$ cat config.mk
export PLATFORM = sky130hd
export DESIGN_NAME = tone_key_ctrl
export DESIGN_NICKNAME = d
export VERILOG_FILES = /design/src/rtl/tk_pkg.sv /design/src/rtl/tk_debounce.sv /design/src/rtl/tk_mode_fsm.sv /design/src/rtl/tk_cmd_decode.sv /design/src/rtl/tone_key_ctrl.sv
export SDC_FILE = /design/constraint.sdc
export NUM_CORES = 1
export LEC_CHECK = 0
export BUFFER_PORTS_ARGS = -buffer_cell sky130_fd_sc_hd__buf_2
export CORE_AREA = 2 2 125 127
export CTS_BUF_LIST = sky130_fd_sc_hd__clkbuf_2 sky130_fd_sc_hd__clkbuf_4 sky130_fd_sc_hd__clkbuf_8
export CTS_CLUSTER_SIZE = 8
export DETAILED_ROUTE_END_ITERATION = 10
export DIE_AREA = 0 0 127 129
export PLACE_DENSITY_LB_ADDON = 0.1
export SYNTH_ARGS = -nofsm -noshare
export SYNTH_HDL_FRONTEND = slang
export SYNTH_SLANG_ARGS = --single-unit
$ cat constraint.sdc
create_clock -name clk -period 2.9 [get_ports clk]
set_input_delay 0.435 -clock clk [delete_from_list [all_inputs] [get_ports clk]]
set_output_delay 0.435 -clock clk [all_outputs]
set_load 0.02 [all_outputs]
$ cat src/rtl/tk_pkg.sv
package tk_pkg;
    localparam int unsigned NUM_PINS = 6;

    // pin roles in tone mode
    localparam int unsigned PIN_VOL_UP  = 0;
    localparam int unsigned PIN_VOL_DN  = 1;
    localparam int unsigned PIN_BASS_UP = 2;
    localparam int unsigned PIN_BASS_DN = 3;
    localparam int unsigned PIN_TREB_UP = 4;
    localparam int unsigned PIN_TREB_DN = 5;

    // pin roles in alternate mode
    localparam int unsigned PIN_MUTE    = 0;
    localparam int unsigned PIN_PRESET  = 1;

    // chords
    localparam int unsigned ENTER_A = 4;
    localparam int unsigned ENTER_B = 5;
    localparam int unsigned EXIT_A  = 2;
    localparam int unsigned EXIT_B  = 3;

    localparam logic [NUM_PINS-1:0] ALT_LIVE_MASK = 6'b000011;

    typedef enum logic [1:0] {
        TK_TONE_IDLE = 2'd0,
        TK_TONE_HOLD = 2'd1,
        TK_ALT_IDLE  = 2'd2,
        TK_ALT_HOLD  = 2'd3
    } tk_mode_e;
endpackage

$ cat src/rtl/tk_debounce.sv
module tk_debounce #(
    parameter int unsigned STABLE_CYC = 8
) (
    input  logic clk,
    input  logic rst_n,
    input  logic raw_n,
    output logic held,
    output logic press
);
    localparam int unsigned CW = $clog2(STABLE_CYC + 1);

    logic          s1_n, s2_n, lvl_n;
    logic [CW-1:0] cnt;

    always_ff @(posedge clk or negedge rst_n) begin
        if (!rst_n) begin
            s1_n  <= 1'b1;
            s2_n  <= 1'b1;
            lvl_n <= 1'b1;
            cnt   <= '0;
            press <= 1'b0;
        end else begin
            s1_n  <= raw_n;
            s2_n  <= s1_n;
            press <= 1'b0;
            if (s2_n == lvl_n) begin
                cnt <= '0;
            end else if (cnt == CW'(STABLE_CYC - 1)) begin
                lvl_n <= s2_n;
                cnt   <= '0;
                press <= !s2_n;
            end else begin
                cnt <= cnt + 1'b1;
            end
        end
    end

    assign held = !lvl_n;


    press_level_chk: assert property (@(posedge clk) disable iff (!rst_n)
        press |-> held);
endmodule

$ cat src/rtl/tk_mode_fsm.sv
module tk_mode_fsm
    import tk_pkg::*;
#(
    parameter int unsigned HOLD_CYC = 64
) (
    input  logic                clk,
    input  logic                rst_n,
    input  logic [NUM_PINS-1:0] held,
    output logic                alt_o
);
    localparam int unsigned HW = $clog2(HOLD_CYC + 1);

    tk_mode_e      state_q, state_d;
    logic [HW-1:0] hcnt;
    logic          enter_chord, exit_chord, hold_done;

    assign enter_chord = held[ENTER_A] && held[ENTER_B];
    assign exit_chord  = held[EXIT_A]  && held[EXIT_B];
    assign hold_done   = (hcnt == HW'(HOLD_CYC - 1));

    always_ff @(posedge clk or negedge rst_n) begin
        if (!rst_n) state_q <= TK_TONE_IDLE;
        else        state_q <= state_d;
    end

    always_ff @(posedge clk or negedge rst_n) begin
        if (!rst_n)                                             hcnt <= '0;
        else if (state_q == TK_TONE_HOLD || state_q == TK_ALT_HOLD) hcnt <= hcnt + 1'b1;
        else                                                    hcnt <= '0;
    end

    always_comb begin
        state_d = state_q;
        unique case (state_q)
            TK_TONE_IDLE: if (enter_chord) state_d = TK_TONE_HOLD;
            TK_TONE_HOLD: begin
                if (!enter_chord)   state_d = TK_TONE_IDLE;
                else if (hold_done) state_d = TK_ALT_IDLE;
            end
            TK_ALT_IDLE:  if (exit_chord) state_d = TK_ALT_HOLD;
            TK_ALT_HOLD: begin
                if (!exit_chord)    state_d = TK_ALT_IDLE;
                else if (hold_done) state_d = TK_TONE_IDLE;
            end
            default:      state_d = TK_TONE_IDLE;
        endcase
    end

    always_comb begin
        unique case (state_q)
            TK_ALT_IDLE, TK_ALT_HOLD: alt_o = 1'b1;
            default:                  alt_o = 1'b0;
        endcase
    end


    enter_chord_chk: assert property (@(posedge clk) disable iff (!rst_n)
        $rose(alt_o) |-> $past(held[ENTER_A] && held[ENTER_B]));

    exit_chord_chk: assert property (@(posedge clk) disable iff (!rst_n)
        $fell(alt_o) |-> $past(held[EXIT_A] && held[EXIT_B]));
endmodule

$ cat src/rtl/tk_cmd_decode.sv
module tk_cmd_decode
    import tk_pkg::*;
#(
    parameter int unsigned N_PRESETS = 5,
    parameter int unsigned PW        = 3
) (
    input  logic                clk,
    input  logic                rst_n,
    input  logic [NUM_PINS-1:0] press,
    input  logic                alt,
    output logic [NUM_PINS-1:0] tone_q,
    output logic                mute_q,
    output logic [PW-1:0]       preset_q,
    output logic                echo_req_q,
    output logic [NUM_PINS-1:0] echo_mask_q,
    output logic                echo_alt_q
);
    logic [NUM_PINS-1:0] fire;

    assign fire = alt ? (press & ALT_LIVE_MASK) : press;

    always_ff @(posedge clk or negedge rst_n) begin
        if (!rst_n) begin
            tone_q      <= '0;
            mute_q      <= 1'b0;
            preset_q    <= '0;
            echo_req_q  <= 1'b0;
            echo_mask_q <= '0;
            echo_alt_q  <= 1'b0;
        end else begin
            tone_q      <= alt ? '0 : press;
            echo_req_q  <= |fire;
            echo_mask_q <= fire;
            echo_alt_q  <= alt;
            if (alt && press[PIN_MUTE]) mute_q <= !mute_q;
            if (alt && press[PIN_PRESET]) begin
                if (preset_q == PW'(N_PRESETS - 1)) preset_q <= '0;
                else                                preset_q <= preset_q + 1'b1;
            end
        end
    end


    preset_range_chk: assert property (@(posedge clk) disable iff (!rst_n)
        int'(preset_q) < int'(N_PRESETS));

    preset_step_chk: assert property (@(posedge clk) disable iff (!rst_n)
        !$stable(preset_q) |-> (preset_q == '0 || preset_q == PW'($past(preset_q) + 1'b1)));

    mute_echo_chk: assert property (@(posedge clk) disable iff (!rst_n)
        !$stable(mute_q) |-> (echo_req_q && echo_mask_q[PIN_MUTE] && echo_alt_q));

    alt_quiet_chk: assert property (@(posedge clk) disable iff (!rst_n)
        alt |=> (tone_q == '0));

    echo_tone_chk: assert property (@(posedge clk) disable iff (!rst_n)
        (tone_q != '0) |-> (echo_req_q && echo_mask_q == tone_q && !echo_alt_q));
endmodule

$ cat src/rtl/tone_key_ctrl.sv
module tone_key_ctrl
    import tk_pkg::*;
#(
    parameter int unsigned CLK_HZ    = 50_000_000,
    parameter int unsigned DEB_US    = 20_000,
    parameter int unsigned HOLD_US   = 1_000_000,
    parameter int unsigned N_PRESETS = 5,
    parameter logic [6:0]  ECHO_ADDR = 7'h6A,
    localparam int unsigned PW = (N_PRESETS > 1) ? $clog2(N_PRESETS) : 1
) (
    input  logic          clk,
    input  logic          rst_n,
    input  logic [5:0]    pins_n,
    output logic          vol_up,
    output logic          vol_dn,
    output logic          bass_up,
    output logic          bass_dn,
    output logic          treb_up,
    output logic          treb_dn,
    output logic          mute_on,
    output logic [PW-1:0] preset_idx,
    output logic          alt_mode,
    output logic          echo_req,
    output logic [5:0]    echo_mask,
    output logic          echo_alt,
    output logic [6:0]    echo_addr
);
    localparam int unsigned CYC_PER_US = CLK_HZ / 1_000_000;
    localparam int unsigned DEB_CYC    = (CYC_PER_US * DEB_US  > 1) ? CYC_PER_US * DEB_US  : 1;
    localparam int unsigned HOLD_CYC   = (CYC_PER_US * HOLD_US > 1) ? CYC_PER_US * HOLD_US : 1;

    logic [NUM_PINS-1:0] held, press, tone;
    logic                alt;

    for (genvar i = 0; i < NUM_PINS; i++) begin : g_pin
        tk_debounce #(.STABLE_CYC(DEB_CYC)) u_deb (
            .clk   (clk),
            .rst_n (rst_n),
            .raw_n (pins_n[i]),
            .held  (held[i]),
            .press (press[i])
        );
    end

    tk_mode_fsm #(.HOLD_CYC(HOLD_CYC)) u_mode (
        .clk   (clk),
        .rst_n (rst_n),
        .held  (held),
        .alt_o (alt)
    );

    tk_cmd_decode #(.N_PRESETS(N_PRESETS), .PW(PW)) u_dec (
        .clk         (clk),
        .rst_n       (rst_n),
        .press       (press),
        .alt         (alt),
        .tone_q      (tone),
        .mute_q      (mute_on),
        .preset_q    (preset_idx),
        .echo_req_q  (echo_req),
        .echo_mask_q (echo_mask),
        .echo_alt_q  (echo_alt)
    );

    assign vol_up    = tone[PIN_VOL_UP];
    assign vol_dn    = tone[PIN_VOL_DN];
    assign bass_up   = tone[PIN_BASS_UP];
    assign bass_dn   = tone[PIN_BASS_DN];
    assign treb_up   = tone[PIN_TREB_UP];
    assign treb_dn   = tone[PIN_TREB_DN];
    assign alt_mode  = alt;
    assign echo_addr = ECHO_ADDR;
endmodule

==> flow_summary.toml, run 1 <==
[clocking]
clk_path_buf_depth = 2
cts_tree = "done"
htree_levels = 4
path_clk_slew_ns = 0.09
clock_latency_ns = 0.46
cts_root_buffer = "clkbuf_8"
clock-sinks = 186
post_cts.repair.setup_buffers = 0
cts_buffers = 17

[synthesis]
ys_seq_area_frac = 0.529
synth_flop_cell = "dfrtp_1"
yosys_register_bits = 186
ys_types = 50
syn_inst = 884
yosysWarningCount = 0
async_flop_share = 1.00
synth_area_sq_um = 8850
synth.avg_cell_area_sq_um = 10.0
synth-edff-count = 0

[sta]
rsz0062_at_grt = "no"
layout_min_cycle_time_ns = 2.15
final.setup.tns_ns = 0
drv_slew = 0
clock.fmax_ghz = 0.464
slew_headroom = 0.423
hold_violations = 0
layout_setup_ws_ns = 0.745
skew_ns = 0.00970
period_share = 0.743
finalSetupViolCount = 0
worstMarginPinSlew_ns = 0.858

[critical_path]
crit_fanout = 9
setup.worst_path.end_class = "register"
path_class = "reg2reg"
worstSetupStartpointType = "register"
crit_required_ns = 3.28
critPathArrivalTime_ns = 2.54

[place]
hpwl_mm = 11.8
pre_cts_slack_ns = 0.743
io_buffer_count = 26
gp_congestion = 0.897

[flow_run]
maxCapViolCount = 0

[floorplanning]
die_area_sq_um = 16400
fp.dieH_microns = 129
initial_utilization = 0.591
core_region_area_sq_um = 15000
ios = 34
row_count = 45
chipWidth_microns = 127

[layout]
register_area_sq_um = 4680
layout_commonest_cell = "dfrtp_1"
area_growth_pct = 8.36
fillers = 1219
layout_common_cells = "dfrtp_1, nor2_1, xnor2_1"
diodes = 0
multi_input_area_sq_um = 3930
nets = 925
drive_above_1_share = 0.128

[min_path]
min_path_type = "in2reg"

[route]
dr.pass1.iters = 6
ant_nets = 0
viasPerCell = 5.93
wl_per_cell_microns = 15.2
totalWireLength_mm = 16.8
vias = 6577
drc = 0
drt_iter0_markers = 554

[global_routing]
antenna_found_initial = 0
overflow = 0
grt_max_degree = 88
grtUsageTotal = 0.222
grt_pass1_wl_mm = 29.6
grt_pass1_vias = 6554

[power_and_ir_drop]
ir_drop_v = 0.000365
p_per_area_nw_per_um2 = 482
power_leakage_uw = 0.00393

[status]
status = "completed"
## through the flow
step	cell area, sq um	power (uW)	instances	utilization	hold slack, ns
4_1_cts	9590	4680	1109	0.640	0.0397
2_1_floorplan	8870	2780	889	-	0.139
3_3_place_gp	9150	2850	1076	0.611	0.346
5_1_grt	9590	4810	1109	0.640	0.0216
6_report	9590	4620	1109	0.640	0.0666
3_5_place_dp	9150	2860	1076	0.611	0.347
## report_power, final
part / total, uW / internal [uW] / leakage (uW) / switching, uW
Clock: 1810 / 927 / 0.000207 / 888
Sequential: 2660 / 2630 / 0.00251 / 29.3
Combinational: 147 / 39.0 / 0.00122 / 108
Total: 4620 / 3590 / 0.00393 / 1020
## worst max-delay path, cell delays in order, from the launching register on
cell and delay, ns:
dfrtp_1 0.39, ha_1 0.25, nand4_2 0.23, or4_1 0.68, or3_1 0.38, a21oi_1 0.14
## area by class of cell
type	count	share of cell area
flip-flops and latches	186	0.488
multi-input cells	640	0.409
clock buffers	21	0.0295
well taps	188	0.0245
repair buffers	35	0.0228
clock inverters	11	0.0150
inverters	28	0.0110
## kinds of logic (layout without fill, tap and decap cells)
kind of cell	after synthesis	count (layout)	synth area share
buf+inv	63	95	0.0322
xor+xnor	89	89	0.0881
simple gates	416	416	0.253
compound gates	111	111	0.0747
mux	8	8	0.0100
fa+ha+maj	9	9	0.0127
flops	186	186	0.529
other cells	2	7	0.000849
## per-layer routing
layer  global-route usage  wire (microns)
met5                    0               0
met4                0.100             347
met2                0.373            8440
met3               0.0424             535
met1                0.284            7500
## synthesized netlist by cell type (all sizes together) (4+ instances only)
cell | count | area share
and4 | 6 | 0.0059
and2 | 6 | 0.0042
nor3 | 22 | 0.012
nand4 | 33 | 0.024
a21oi | 49 | 0.028
or2 | 7 | 0.0049
nor2b | 6 | 0.0042
nand3 | 51 | 0.030
or4b | 5 | 0.0061
nand2 | 55 | 0.023
ha | 9 | 0.013
nand2b | 6 | 0.0042
nor4b | 7 | 0.0069
nor4 | 26 | 0.018
or3 | 26 | 0.019
xor2 | 33 | 0.033
nand4b | 4 | 0.0040
xnor2 | 56 | 0.055
clkbuf | 18 | 0.0076
buf | 17 | 0.013
dfrtp | 168 | 0.48
o31ai | 20 | 0.017
dfstp | 18 | 0.053
nor2 | 109 | 0.046
inv | 28 | 0.012
or4 | 22 | 0.019
mux2 | 7 | 0.0089
and3 | 15 | 0.011
o21ai | 29 | 0.016
## registers in the layout (all words and copies together) (netlist names)
register           flops
g_pin.u_deb.cnt      120
u_mode.hcnt           26
g_pin.u_deb.lvl_n      6
g_pin.u_deb.press      6
g_pin.u_deb.s1_n       6
g_pin.u_deb.s2_n       6
u_dec.tone_q           5
u_dec.echo_mask_q      3
u_dec.preset_q         3
u_mode.state_q         2
u_dec.echo_alt_q       1
u_dec.echo_req_q       1
u_dec.mute_q           1
## what timing repair did
action                                 4_1_cts  5_1_grt
hold buffers                                 1        0
endpoints found under the hold margin       47        0
gates resized for setup                      0        0
## worst paths after layout
check,start,endpoint,slack [ns],cells past startpoint
worst max-delay path,u_mode.hcnt[0],u_mode.hcnt[20],0.75,5
worst min-delay path,pins_n[4],g_pin[4].u_deb.s1_n,0.07,1
worst max register to register,u_mode.hcnt[0],u_mode.hcnt[20],0.75,5
worst min register to register,g_pin[4].u_deb.s1_n,g_pin[4].u_deb.s2_n,0.36,0
max in group asynchronous,rst_n,g_pin[1].u_deb.lvl_n,1.54,3
min in group asynchronous,rst_n,g_pin[2].u_deb.cnt[12],0.49,2
No activity file was read; power rests on OpenSTA's default activity.
==> run 2: changes to the inputs <==
==> constraint.sdc (replaced) <==
create_clock -name clk -period 2.17 [get_ports clk]
set_input_delay 0.3255 -clock clk [delete_from_list [all_inputs] [get_ports clk]]
set_output_delay 0.3255 -clock clk [all_outputs]
set_load 0.02 [all_outputs]
==> flow_summary.toml, run 2 (synthesis results as in run 1) <==
[layout]
reg.largest.list = "g_pin.u_deb.cnt: 120 flops, u_mode.hcnt: 26 flops"
layout_commonest_cell = "dfrtp_1"
fin_cells = 1128
area_growth_pct = 10.1
drive_above_1_share = 0.144
nets = 944
diodes = 0
largest_reg_flops = 120
layout_common_cells = "dfrtp_1, nor2_1, xnor2_1"
fillers = 1195
top_register = "g_pin.u_deb.cnt"

[global_routing]
grtUsageTotal = 0.226
grt_max_degree = 63
antenna_found_initial = 0
grt_pass1_vias = 6544
grt_pass1_wl_mm = 30.0
overflow = 0

[floorplanning]
die_area_sq_um = 16400
fp.dieH_microns = 129
core_region_area_sq_um = 15000
row_count = 45
ios = 34
initial_utilization = 0.591
chipWidth_microns = 127

[place]
io_buffer_count = 26
gp_congestion = 0.876
hpwl_mm = 12.0
dp.cells = 1089

[power_and_ir_drop]
p_per_area_nw_per_um2 = 628
ir_drop_v = 0.000674
power_leakage_uw = 0.00401

[clocking]
htree_levels = 4
clk_path_buf_depth = 2
clock-sinks = 186
clock_latency_ns = 0.48
cts_root_buffer = "clkbuf_8"
cts_tree = "done"
path_clk_slew_ns = 0.10
post_cts.repair.setup_buffers = 0
cts_buffers = 17

[sta]
period_share = 0.938
clock.fmax_ghz = 0.491
final.setup.tns_ns = 0
worstMarginPinSlew_ns = 0.690
rsz0062_at_grt = "no"
finalSetupViolCount = 0
slew_headroom = 0.539
layout_min_cycle_time_ns = 2.04
skew_ns = 0.0163
hold_violations = 0
drv_slew = 0

[min_path]
min_path_type = "in2async"

[route]
wl_per_cell_microns = 15.3
viasPerCell = 5.86
vias = 6610
totalWireLength_mm = 17.3
drt_iter0_markers = 483
ant_nets = 0
drc = 0
dr.pass1.iters = 4

[critical_path]
path_class = "reg2reg"
cp-startpoint = "g_pin[3].u_deb.cnt[16]"
worstSetupStartpointType = "register"
crit_fanout = 20
critPathArrivalTime_ns = 2.40
crit_required_ns = 2.53
setup.worst_path.end_class = "register"
r2r_start = "g_pin[3].u_deb.cnt[16]"

[flow_run]
maxCapViolCount = 0

[status]
status = "completed"
## run 2: changes by cell type in the layout (fill, tap and decap cells not counted), sizes merged
cell,delta
inv,+5
buf,+13
clkbuf,-4
dlygate4sd3,+6
bufinv,-1
## run 2: cell type report
cell class,instances,area (sq um),share of cell area
Tap cell,188,235,0.0241
Clock buffer,17,234,0.0240
Sequential cell,186,4680,0.480
Timing Repair Buffer,54,389,0.0399
Multi-Input combinational cell,640,3940,0.404
Clock inverter,15,166,0.0171
Inverter,28,105,0.0108
## run 2: where the power goes
part           leakage (uW)  total [uW]  switching [uW]  internal (uW)
logic               0.00131         214             148           66.5
registers           0.00250        3550            37.0           3510
clock network      0.000193        2360            1310           1050
total               0.00401        6120            1490           4620
## run 2: path summary, 6_finish.rpt
kind	to	slack (ns)	depth (start not counted)
setup / recovery	g_pin[3].u_deb.cnt[9]	0.13	5
hold / removal	g_pin[2].u_deb.cnt[13]	0.28	2
setup reg to reg	g_pin[3].u_deb.cnt[9]	0.13	5
hold reg to reg	g_pin[3].u_deb.s2_n	0.36	0
max in group asynchronous	g_pin[3].u_deb.s1_n	1.16	3
min in group clk	g_pin[3].u_deb.s2_n	0.36	0
## run 2: per-layer routing
| layer | GRT usage | up-vias | share of wire |
|---|---|---|---|
| li1 | - | 3218 | - |
| met5 | 0 | - | 0 |
| met2 | 0.394 | 100 | 0.51 |
| met4 | 0.0724 | 0 | 0.0094 |
| met3 | 0.0474 | 14 | 0.028 |
| met1 | 0.284 | 3278 | 0.45 |
## run 2: per-stage QoR
| stage | instance area (sq um) | utilization | worst slack (ns) | hold slack (ns) | total power (uW) |
|---|---|---|---|---|---|
| 5_1_grt | 9740 | 0.651 | 0.0123 | 0.287 | 6380 |
| 4_1_cts | 9730 | 0.650 | 0.0375 | 0.284 | 6190 |
| 6_report | 9740 | 0.651 | 0.134 | 0.284 | 6120 |
| 3_3_place_gp | 9260 | 0.618 | 0.130 | 0.217 | 3810 |
| 3_5_place_dp | 9260 | 0.618 | 0.0591 | 0.221 | 3830 |
| 2_1_floorplan | 8870 | - | 0.176 | 0.0299 | 3710 |
## run 2: worst max-delay path, cell delays in order (launching register included)
cell and delay [ns]:
dfrtp_1 0.42, nand3_1 0.13, or4b_2 0.70, o31ai_2 0.31
buf_4 0.28, nor2_1 0.08
## run 2: timing repair
action                                  in CTS  in global routing
endpoints found under the setup margin       0                  4
hold buffers                                 7                  0
resized for setup                            0                  4
endpoints found under the hold margin       31                  0
